**src/rtl/hub75_scan_pkg.sv**
```systemverilog
package hub75_scan_pkg;
  // Scan phases in the order they are visited
  typedef enum logic [2:0] {
    SC_SHIFT  = 3'd0,
    SC_GAP    = 3'd1,
    SC_LATCH  = 3'd2,
    SC_STROBE = 3'd3,
    SC_ROWEND = 3'd4,
    SC_NEXT   = 3'd5
  } scan_state_t;
endpackage

```
**src/rtl/hub75_step_gen.sv**
```systemverilog
module hub75_step_gen #(
  parameter int DIV_BITS = 2
) (
  input  logic clk,
  input  logic rst,
  output logic step,
  output logic mid
);
  localparam logic [DIV_BITS-1:0] DIV_LAST = '1;
  localparam logic [DIV_BITS-1:0] DIV_MID  = DIV_BITS'((1 << (DIV_BITS - 1)) - 1);

  logic [DIV_BITS-1:0] div_q;

  always_ff @(posedge clk) begin
    if (rst) div_q <= '0;
    else     div_q <= div_q + DIV_BITS'(1);
  end

  // step: last clock of a scan step; mid: clock before the second half
  assign step = (div_q == DIV_LAST);
  assign mid  = (div_q == DIV_MID);
endmodule

```
**src/rtl/hub75_scan_seq.sv**
```systemverilog
module hub75_scan_seq
  import hub75_scan_pkg::*;
#(
  parameter int COL_W       = 6,
  parameter int ROW_W       = 4,
  parameter int CH_BITS     = 4,
  parameter int CNT_W       = 10,
  parameter int STROBE_BASE = 31
) (
  input  logic                        clk,
  input  logic                        rst,
  input  logic                        step,
  output logic [ROW_W-1:0]            row_q,
  output logic [$clog2(CH_BITS)-1:0]  plane_q,
  output logic [COL_W-1:0]            rd_col,
  output logic                        rd_en,
  output logic                        cap,
  output logic                        lat_q,
  output logic                        oe_n_q
);
  localparam int PLANE_W = $clog2(CH_BITS);
  localparam logic [PLANE_W-1:0] PLANE_LAST = PLANE_W'(CH_BITS - 1);
  localparam logic [CNT_W-1:0]   COL_END    = CNT_W'(1 << COL_W);
  localparam logic [CNT_W-1:0]   LEN_BASE   = CNT_W'(STROBE_BASE);

  scan_state_t      state_q;
  logic [CNT_W-1:0] cnt_q;   // column index, then strobe timer
  logic [CNT_W-1:0] len_q;   // strobe length of the current plane

  // Memory is read for columns 0..63; the word read at one step is
  // shown on the panel lines one step later (cap).
  assign rd_en  = step && (state_q == SC_SHIFT) && (cnt_q < COL_END);
  assign cap    = step && (state_q == SC_SHIFT) && (cnt_q != '0);
  assign rd_col = cnt_q[COL_W-1:0];

  always_ff @(posedge clk) begin
    if (rst) begin
      state_q <= SC_SHIFT;
      cnt_q   <= '0;
      len_q   <= LEN_BASE;
      plane_q <= '0;
      row_q   <= '0;
      lat_q   <= 1'b0;
      oe_n_q  <= 1'b1;
    end else if (step) begin
      unique case (state_q)
        SC_SHIFT: begin
          cnt_q <= cnt_q + CNT_W'(1);
          if (cnt_q == COL_END) state_q <= SC_GAP;
        end
        SC_GAP: begin
          state_q <= SC_LATCH;
        end
        SC_LATCH: begin
          lat_q   <= 1'b1;
          cnt_q   <= '0;
          state_q <= SC_STROBE;
        end
        SC_STROBE: begin
          lat_q  <= 1'b0;
          oe_n_q <= 1'b0;
          cnt_q  <= cnt_q + CNT_W'(1);
          if (cnt_q == len_q) begin
            oe_n_q  <= 1'b1;
            state_q <= SC_ROWEND;
          end
        end
        SC_ROWEND: begin
          if (plane_q == PLANE_LAST) begin
            plane_q <= '0;
            len_q   <= LEN_BASE;
            row_q   <= row_q + ROW_W'(1);
          end else begin
            plane_q <= plane_q + PLANE_W'(1);
            len_q   <= len_q << 1;
          end
          state_q <= SC_NEXT;
        end
        SC_NEXT: begin
          cnt_q   <= '0;
          state_q <= SC_SHIFT;
        end
        default: state_q <= SC_SHIFT;
      endcase
    end
  end
endmodule

```
**src/rtl/hub75_pixel_out.sv**
```systemverilog
module hub75_pixel_out #(
  parameter int CH_BITS = 4,
  parameter int PIX_W   = 16
) (
  input  logic                       clk,
  input  logic                       rst,
  input  logic                       step,
  input  logic                       mid,
  input  logic                       cap,
  input  logic [$clog2(CH_BITS)-1:0] plane,
  input  logic [1:0][PIX_W-1:0]      words,
  output logic                       pclk,
  output logic [1:0][2:0]            rgb
);
  logic gate_q;

  // Clock runs only for steps that carry a fresh column
  always_ff @(posedge clk) begin
    if (rst) begin
      gate_q <= 1'b0;
      pclk   <= 1'b0;
    end else if (step) begin
      gate_q <= cap;
      pclk   <= 1'b0;
    end else if (mid) begin
      pclk <= gate_q;
    end
  end

  for (genvar h = 0; h < 2; h++) begin : g_half
    always_ff @(posedge clk) begin
      if (rst) begin
        rgb[h] <= '0;
      end else if (cap) begin
        rgb[h] <= {words[h][2*CH_BITS + int'(plane)],
                   words[h][CH_BITS + int'(plane)],
                   words[h][int'(plane)]};
      end
    end
  end

  // Bits above the three colour fields are not displayed
  logic unused_hi;
  assign unused_hi = ^{words[0][PIX_W-1:3*CH_BITS], words[1][PIX_W-1:3*CH_BITS]};
endmodule

```
**src/rtl/hub75_scan_driver.sv**
```systemverilog
module hub75_scan_driver #(
  parameter int DIV_BITS    = 2,
  parameter int COL_W       = 6,
  parameter int ROW_W       = 4,
  parameter int CH_BITS     = 4,
  parameter int PIX_W       = 16,
  parameter int CNT_W       = 10,
  parameter int STROBE_BASE = 31,
  localparam int ADDR_W     = ROW_W + COL_W
) (
  input  logic              clk,
  input  logic              rst,
  input  logic [PIX_W-1:0]  mem_top,
  input  logic [PIX_W-1:0]  mem_bot,
  output logic              rd_en,
  output logic [ADDR_W-1:0] rd_addr,
  output logic              pclk,
  output logic [2:0]        rgb_top,
  output logic [2:0]        rgb_bot,
  output logic              lat,
  output logic              oe_n,
  output logic [ROW_W-1:0]  row_sel
);
  localparam int PLANE_W = $clog2(CH_BITS);

  logic               step, mid, cap;
  logic [PLANE_W-1:0] plane;
  logic [COL_W-1:0]   rd_col;
  logic [1:0][2:0]    rgb_pair;

  hub75_step_gen #(.DIV_BITS(DIV_BITS)) u_step (
    .clk (clk),
    .rst (rst),
    .step(step),
    .mid (mid)
  );

  hub75_scan_seq #(
    .COL_W      (COL_W),
    .ROW_W      (ROW_W),
    .CH_BITS    (CH_BITS),
    .CNT_W      (CNT_W),
    .STROBE_BASE(STROBE_BASE)
  ) u_seq (
    .clk    (clk),
    .rst    (rst),
    .step   (step),
    .row_q  (row_sel),
    .plane_q(plane),
    .rd_col (rd_col),
    .rd_en  (rd_en),
    .cap    (cap),
    .lat_q  (lat),
    .oe_n_q (oe_n)
  );

  hub75_pixel_out #(.CH_BITS(CH_BITS), .PIX_W(PIX_W)) u_out (
    .clk  (clk),
    .rst  (rst),
    .step (step),
    .mid  (mid),
    .cap  (cap),
    .plane(plane),
    .words({mem_bot, mem_top}),
    .pclk (pclk),
    .rgb  (rgb_pair)
  );

  assign rd_addr = {row_sel, rd_col};
  assign rgb_top = rgb_pair[0];
  assign rgb_bot = rgb_pair[1];
endmodule

```
**config.mk**
```make
export PLATFORM = sky130hd
export DESIGN_NAME = hub75_scan_driver
export DESIGN_NICKNAME = d
export VERILOG_FILES = /design/src/rtl/hub75_scan_pkg.sv /design/src/rtl/hub75_step_gen.sv /design/src/rtl/hub75_scan_seq.sv /design/src/rtl/hub75_pixel_out.sv /design/src/rtl/hub75_scan_driver.sv
export SDC_FILE = /design/constraint.sdc
export NUM_CORES = 1
export LEC_CHECK = 0
export BUFFER_PORTS_ARGS = -buffer_cell sky130_fd_sc_hd__buf_2
export CAP_MARGIN = 20
export CORE_MARGIN = 10
export CORE_UTILIZATION = 55
export CTS_BUF_LIST = sky130_fd_sc_hd__clkbuf_8
export CTS_CLUSTER_SIZE = 14
export DETAILED_ROUTE_END_ITERATION = 16
export PLACE_DENSITY = 0.82
export SYNTH_ARGS = -nofsm -noshare
export SYNTH_HDL_FRONTEND = slang
export SYNTH_HIERARCHICAL = 1
export SYNTH_SLANG_ARGS = --single-unit
```
**constraint.sdc**
```tcl
create_clock -name clk -period 2.3 [get_ports clk]
set_input_delay 0.115 -clock clk [delete_from_list [all_inputs] [get_ports clk]]
set_output_delay 0.115 -clock clk [all_outputs]
set_load 0.1 [all_outputs]
```
# [Word-level counts from Yosys, hierarchy flattened]
# Cells that the tools add are included.
[op_classes] order_cmp=4 n_mux=24 addsub=6 mul=0 div=0 eq_ne=12 shifts=0 bitwise_logic=0 n_reduce_logical=16
[op_table] cell="< comparator 32 x 6 -> 1 bit (second input constant)" count=2
[op_table] cell="one-hot mux 10 bit (2 select lines)" count=1
[op_table] cell="binary-select mux 1 bit (select 4 bit)" count=4
[op_table] cell="one-hot mux 3 bit (5 select lines)" count=1
[op_table] cell="two-way mux 1 bit" count=11
[op_table] cell="adder 10 x 1 -> 10 bit (second input constant)" count=1
[op_table] cell="equality test 10 bit" count=1
[op_table] cell="equality test 10 x 7 -> 1 bit (second input constant)" count=1
[op_table] cell="< comparator 10 x 7 -> 1 bit (second input constant)" count=1
[op_table] cell="two-way mux 10 bit" count=1
[op_table] cell="nonzero test 10 bit" count=1
[op_table] cell="AND reduction 2 bit" count=4
[op_table] cell="equality test 3 x 2 -> 1 bit (second input constant)" count=2
[op_table] cell="equality test 3 bit (second input constant)" count=2
[op_table] cell="two-way mux 3 bit" count=2
[op_table] cell="AND reduction 3 bit" count=2
[op_table] cell="OR reduction 2 bit" count=3
[op_table] cell="adder 4 x 2 -> 5 bit (first input constant)" count=1
[op_table] cell="< comparator 2 x 5 -> 1 bit (second input constant)" count=1
[op_table] cell="adder 2 x 1 -> 2 bit (second input constant)" count=2
[op_table] cell="adder 3 x 2 -> 4 bit (first input constant)" count=1
[op_table] cell="adder 4 x 1 -> 4 bit (second input constant)" count=1
[op_table] cell="binary-select mux 1 bit (select 2 bit)" count=2
[op_table] cell="equality test 2 bit (second input constant)" count=2
[op_table] cell="other kinds (9)" count=12
[totals] latch_bits=0 mem_bits_rw=0 mem_bits_ro=0 memories=0 register_bits=41 out_inout_bits=24

# [Longest topological paths before layout]
# Gate-level depths: netlist of run 1.
[depth] ltp_word=4 mapped_depth=8 depth_no_buf=6

# [By module]
# Netlist of run 1, hierarchy kept.
[modules_own_cells] mod="hub75_scan_seq" seq_area_each_um2=620.6 cells_per_inst=217 area_each_um2=1745.4 n_inst=1
[modules_own_cells] mod="hub75_pixel_out" seq_area_each_um2=160.2 cells_per_inst=40 area_each_um2=446.7 n_inst=1
[modules_own_cells] mod="hub75_step_gen" seq_area_each_um2=40.0 cells_per_inst=7 area_each_um2=76.3 n_inst=1
[modules_own_cells] mod="hub75_scan_driver" seq_area_each_um2=0.0 cells_per_inst=4 area_each_um2=30.0 n_inst=1

# [Worst setup path after synthesis of run 1]
# OpenSTA, ideal clock, no wires.
[synth_path] path_kind="register to output" from="register u_step.div_q[0]" to="output port rd_en" path_slack_ps=-917 arrival_time_ps=3102 path_stages_with_launch=6 required_time_ps=2185 n_path_buf=1 path_cell_list="dfxtp_1 > ha_1 > buf_2 > nor2b_1 > nand2_1 > nor3_1"
[synth_between] elab_chain_cells=3
[synth_lines] item="start, declared" line="hub75_step_gen.sv:12" text="logic [DIV_BITS-1:0] div_q;"
[synth_lines] item="start signal, assigned" line="hub75_step_gen.sv:16" text="else div_q <= div_q + DIV_BITS'(1);"
[synth_lines] item="equality test 2 bit" line="hub75_step_gen.sv:20" text="assign step = (div_q == DIV_LAST);"
[synth_lines] item="named net step" line="hub75_scan_driver.sv:26" text="logic step, mid, cap;"
[synth_lines] item="logical AND 1 bit (2 in a row)" line="hub75_scan_seq.sv:32" text="assign rd_en = step && (state_q == SC_SHIFT) && (cnt_q < COL_END);"
[synth_lines] item="end, declared" line="hub75_scan_driver.sv:15" text="output logic rd_en,"
# The timed path passes the listed nets, and every way through them passes these cells.

# [Worst setup path in the final report of run 1]
[layout_path] from="register u_step.div_q[0]" to="register u_out/rgb[4] (netlist bit)"
[layout_between] elab_chain_cells=3
[layout_lines] item="equality test 2 bit" line="hub75_step_gen.sv:20"
[layout_lines] item="named net step" line="hub75_scan_driver.sv:26"
[layout_lines] item="logical AND 1 bit (2 in a row)" line="hub75_scan_seq.sv:33" text="assign cap = step && (state_q == SC_SHIFT) && (cnt_q != '0);"
[layout_lines] item="named net cap" line="hub75_scan_driver.sv:26"
[layout_lines] item="end signal, assigned by index" line="hub75_pixel_out.sv:35" text="rgb[h] <= {words[h][2*CH_BITS + int'(plane)],"
[layout_lines] item="end, declared" line="hub75_pixel_out.sv:13" text="output logic [1:0][2:0] rgb"
# The timed path passes the listed nets, and every way through them passes these cells.
# A chain may end at the register's enable or synchronous reset.

==> results.sh, run 1 <==
export IMPL_post_cts_buffers=0
export IMPL_cts_resized_gates=0
export IMPL_vdd_drop_max_uv=378
export IMPL_cts_sinks=41
export IMPL_drv_cap=0
export IMPL_min_period_ns=2.06
export IMPL_status="complete, no violations"
export IMPL_place_hpwl_um=3760
export IMPL_endpoint_kind="flop"
export IMPL_antenna_cells=0
export IMPL_root_buffer="clkbuf_8"
export IMPL_initial_core_util_pct=57.0
export IMPL_path_depth=7
export IMPL_coreArea_um2=4030
export IMPL_h_tree_depth=2
export IMPL_area_growth_pct=14.3
export IMPL_required_ns=2.52
export IMPL_clkSlewWorstSetupHoldPaths_ns=0.08
export IMPL_holdWs_ns=0.111
export IMPL_drc=0
export IMPL_wl_per_cell_um=14.1
export IMPL_finalWorstSetupSlack_ns=0.239
export IMPL_fp_dieW_um=84.6
export IMPL_r2r_setup_slack_ns=0.24
export IMPL_slowest_stage="or3b_1"
export IMPL_crit_chain="ha_1 -> nor2b_1 -> nand2_1 -> a31oi_1 -> buf_4 -> or3b_1 -> o221ai_1"
export IMPL_synth_cells=268
export IMPL_final_common_cell="buf_2"
export IMPL_vias=1984
export IMPL_crit_buf_inv=1
export IMPL_layout_drive_gt1_share_pct=24.7
export IMPL_synthDistinctLibCells=44
export IMPL_postCtsHoldBufs=0
export IMPL_critical_path_top_delay_family="simple AND/OR/NAND/NOR gates"
export IMPL_grt_max_degree=41
export IMPL_hold_path_depth=3
export IMPL_row_count=23
export IMPL_worst_pin_slew_ns=0.761
export IMPL_ant_nets=0
export IMPL_min_period_over_period_pct=89.6
export IMPL_drt_first_pass_iters=4
export IMPL_yosys_warnings=6
export IMPL_antenna_found_initial=0
export IMPL_start_kind="flop"
export IMPL_grt_pass1_vias=1960
export IMPL_slew_headroom_pct=48.9
export IMPL_rsz0062_at_grt="false"
export IMPL_viasPerCell=5.60
export IMPL_post_place_ws_ns=0.263
export IMPL_synth_area_um2=2300
export IMPL_synthesis_nets=308
export IMPL_ys_async_sr_fraction_pct=0
export IMPL_routed_wl_um=4990
export IMPL_crit_fanout=9
export IMPL_synth_edf_count=0
export IMPL_postPlaceCellArea_um2=2520
export IMPL_die_area_um2=7160
export IMPL_setup_viol=0
export IMPL_slowest_delay_ns=0.46
export IMPL_portBuffers=49
export IMPL_fin_nets=343
export IMPL_grt_ovfl_total=0
export IMPL_max_freq_mhz=485
export IMPL_io_pins=58
export IMPL_setup_tns_ns=0
export IMPL_worstSetupPathType="flop to flop"
export IMPL_finalWeightedCongestion=0.763
export IMPL_hold_class="primary input to flop"
export IMPL_cp_arrival_ns=2.28
export IMPL_tritoncts="built"
export IMPL_die_y_um=84.6
export IMPL_avgSynthCellArea_um2=8.58
export IMPL_grt_pass1_wl_um=8730
export IMPL_worstSkewPairLatency_ns=0.30
export IMPL_finalHoldViolations=0
export IMPL_rr_worst_depth=7
export IMPL_mostFrequentLayoutCells="buf_2, dfxtp_1, nand2_1"
export IMPL_total_power_uw=1380
export IMPL_ctsLongestPathBuffers=2
export IMPL_ys_seq_area_share_pct=35.7
export IMPL_numCtsBuffers=5
export IMPL_slew_viol_final=0
export IMPL_drt_iter0_drc=117
export IMPL_power_density_nw_per_um2=526
export IMPL_final_area_um2=2630
export IMPL_synth_flop_cell="dfxtp_1"
export IMPL_fin_skew_ns=0.00740
export IMPL_synth_seq_cells=41
export IMPL_p_leak_uw=0.00104
export IMPL_grt_usage_pct=14.4
[metal layers]
| layer | global-route usage, % | vias up | share of wire [%] |
|---|---|---|---|
| li1 | - | 1015 | - |
| met2 | 23.3 | 73 | 46 |
| met4 | 5.39 | 0 | 0.96 |
| met5 | 0 | - | 0 |
| met1 | 16.4 | 892 | 46 |
| met3 | 6.09 | 4 | 7.7 |
[cells by family (layout without fill, tap and decap cells)]
kind of cell | after synthesis | in the layout | synth area share [%]
AOI/OAI and AO/OA | 38 | 38 | 11.3
xor gates and xnor gates | 15 | 15 | 5.72
adders and majority gates | 6 | 6 | 3.27
buffers and inverters | 37 | 73 | 8.60
DFF | 41 | 41 | 35.7
muxes | 20 | 20 | 8.71
and+or+nand+nor | 111 | 111 | 26.7
[registers in the layout, summed over array words and instances, names as in the netlist]
name           count
u_out/pclk         1
u_step/div_q       2
u_seq/lat_q        1
u_seq/plane_q      2
u_seq/len_q       10
u_seq/oe_n_q       1
u_seq/cnt_q       10
u_seq/row_q        4
u_out/gate_q       1
u_seq/state_q      3
u_out/rgb          6
[Yosys cell counts, types with 7 or more instances]
cell type	instances	area, um2
clkbuf_1	8	30.0
dfxtp_1	41	821
nor2_1	14	52.6
inv_1	8	30.0
nor4_1	7	43.8
nand2_1	34	128
buf_4	11	82.6
mux2i_1	20	200
xnor2_1	10	87.6
nand3_1	12	60.1
a21oi_1	13	65.1
buf_2	8	40.0
or3b_2	7	61.3
[stage by stage]
step	std cells	util, %
floorplan	268	-
CTS	354	65.2
detailed placement	346	62.5
global route	354	65.2
finish	354	65.2
global placement	346	62.5
[final timing paths]
check                  startpoint               to
hold / removal         mem_bot[1]     u_out/rgb[3]
setup / recovery  u_step/div_q[0]     u_out/rgb[4]
hold reg to reg   u_step/div_q[0]  u_step/div_q[0]
setup reg to reg  u_step/div_q[0]     u_out/rgb[4]
[cell type report]
cell class	count	area, um2
clock inverters	3	42.5
inverters	8	30.0
flip-flops and latches	41	821
multi-input cells	190	1300
well taps	50	62.6
clock buffers	5	68.8
repair buffers	57	305
fillers	331	1400
[power breakdown]
| group | total (uW) | internal [uW] | leakage, uW | switching (uW) |
|---|---|---|---|---|
| Sequential | 719 | 714 | 0.000331 | 5.18 |
| Clock | 570 | 321 | 0.0000595 | 249 |
| Combinational | 93.9 | 36.5 | 0.000651 | 57.4 |
| Total | 1380 | 1070 | 0.00104 | 311 |
[worst register-to-register path: cells and delay by family (launching register included)]
kind                     cells  cell delay, ns
AND/OR/NAND/NOR              3            0.91
buffers and inverters        1            0.17
AO/OA/AOI/OAI                2            0.37
flip-flops                   1            0.37
adder cells (fa/ha/maj)      1            0.17
Note: power is estimated with default switching activity, not from simulation.
==> run 2, diff against run 1 <==
- MAX_ROUTING_LAYER: default -> met4
==> results.sh, run 2 (synthesized netlist as in run 1, its figures left out) <==
export IMPL_ctsLongestPathBuffers=2
export IMPL_die_area_um2=7160
export IMPL_fin_skew_ns=0.00870
export IMPL_hold_path_depth=3
export IMPL_crit_fanout=9
export IMPL_root_buffer="clkbuf_8"
export IMPL_finalHoldViolations=0
export IMPL_grt_max_degree=41
export IMPL_rsz0062_at_grt="false"
export IMPL_slew_headroom_pct=49.1
export IMPL_tritoncts="built"
export IMPL_drt_first_pass_iters=4
export IMPL_min_period_ns=2.06
export IMPL_io_pins=58
export IMPL_min_period_over_period_pct=89.5
export IMPL_slowest_stage="or3b_1"
export IMPL_h_tree_depth=2
export IMPL_coreArea_um2=4030
export IMPL_post_cts_buffers=0
export IMPL_crit_buf_inv=1
export IMPL_final_area_um2=2630
export IMPL_routed_wl_um=5040
export IMPL_min_to="u_out/rgb[3]"
export IMPL_hold_start="mem_bot[1]"
export IMPL_slowest_delay_ns=0.46
export IMPL_clkSlewWorstSetupHoldPaths_ns=0.08
export IMPL_initial_core_util_pct=57.0
export IMPL_grt_pass1_vias=1959
export IMPL_final_common_cell="buf_2"
export IMPL_status="complete, no violations"
export IMPL_area_growth_pct=14.3
export IMPL_p_leak_uw=0.00104
export IMPL_grt_usage_pct=14.8
export IMPL_rr_worst_depth=7
export IMPL_wl_per_cell_um=14.2
export IMPL_finalWeightedCongestion=0.773
export IMPL_numCtsBuffers=5
export IMPL_cp_arrival_ns=2.29
export IMPL_vdd_drop_max_uv=379
export IMPL_ant_nets=0
export IMPL_antenna_found_initial=0
export IMPL_reg2reg_to="u_out/rgb[4]"
export IMPL_critical_path_top_delay_family="simple AND/OR/NAND/NOR gates"
export IMPL_antenna_cells=0
export IMPL_drv_cap=0
export IMPL_row_count=23
export IMPL_setup_viol=0
export IMPL_hold_class="primary input to flop"
export IMPL_reg_largest_list="u_seq/cnt_q (10), u_seq/len_q (10), u_out/rgb (6)"
export IMPL_place_hpwl_um=3760
export IMPL_vias=1962
export IMPL_grt_ovfl_total=0
export IMPL_max_freq_mhz=486
export IMPL_crit_chain="ha_1 -> nor2b_1 -> nand2_1 -> a31oi_1 -> buf_4 -> or3b_1 -> o221ai_1"
export IMPL_drt_iter0_drc=117
export IMPL_mostFrequentLayoutCells="buf_2, dfxtp_1, nand2_1"
export IMPL_postCtsHoldBufs=0
export IMPL_start_kind="flop"
export IMPL_worstSkewPairLatency_ns=0.31
export IMPL_setup_tns_ns=0
export IMPL_slew_viol_final=0
export IMPL_cts_resized_gates=0
export IMPL_r2r_setup_slack_ns=0.24
export IMPL_worstSetupPathType="flop to flop"
export IMPL_worst_pin_slew_ns=0.758
export IMPL_grt_pass1_wl_um=8740
export IMPL_power_density_nw_per_um2=531
export IMPL_cts_sinks=41
export IMPL_drc=0
export IMPL_postPlaceCellArea_um2=2520
export IMPL_fp_dieW_um=84.6
export IMPL_required_ns=2.53
export IMPL_die_y_um=84.6
export IMPL_layout_drive_gt1_share_pct=24.7
export IMPL_r2r_start="u_step/div_q[0]"
export IMPL_portBuffers=49
export IMPL_endpoint_kind="flop"
export IMPL_fin_nets=343
export IMPL_viasPerCell=5.54
run 2: cell counts in the layout (fill, tap and decap cells not counted):
Identical to the previous run, type by type.
run 2: worst min-delay path: stages:
cell and delay, ns:
buf_2 0.07, mux2i_1 0.07, o221ai_2 0.12
run 2: layout make-up:
class	instances	area [um2]
Multi-Input combinational cell	190	1300
Timing Repair Buffer	57	305
Inverter	8	30.0
Clock buffer	5	68.8
Sequential cell	41	821
Tap cell	50	62.6
Fill cell	331	1400
Clock inverter	3	42.5
run 2: power breakdown:
part / switching (uW) / internal [uW]
sequential: 5.19 / 714
clock: 260 / 321
combinational: 57.3 / 36.5
run 2: how the worst max path moves through the flow:
stage / from / end / slack, ns / cells past startpoint
after global placement: u_step/div_q[0] / u_out/rgb[3] / 0.35 / 7
after floorplan: u_step/div_q[0] / u_out/rgb[3] / 0.16 / 8
after detailed placement: u_step/div_q[0] / u_out/rgb[4] / 0.26 / 7
after global routing: u_step/div_q[0] / u_out/rgb[4] / 0.07 / 7
final: u_step/div_q[0] / u_out/rgb[4] / 0.24 / 7
after CTS: u_step/div_q[0] / u_out/rgb[4] / 0.23 / 7
run 2: per-layer routing:
metal  up-vias  part of all wire [%]  global-route usage (%)
met5         -                     0                       -
met3         4                   6.3                    5.22
met4         0                   1.5                    5.39
met1       879                    47                    16.9
met2        65                    45                    23.3
li1       1014                     -                       -
run 2: per-stage QoR:
step	instances	util [%]	worst slack, ns	hold WS (ns)	power (uW)
floorplan	268	-	0.162	0.182	797
global placement	346	62.5	0.345	0.415	828
detailed placement	346	62.5	0.263	0.424	830
CTS	354	65.2	0.234	0.103	1400
global route	354	65.2	0.0724	0.127	1440
finish	354	65.2	0.241	0.0983	1390
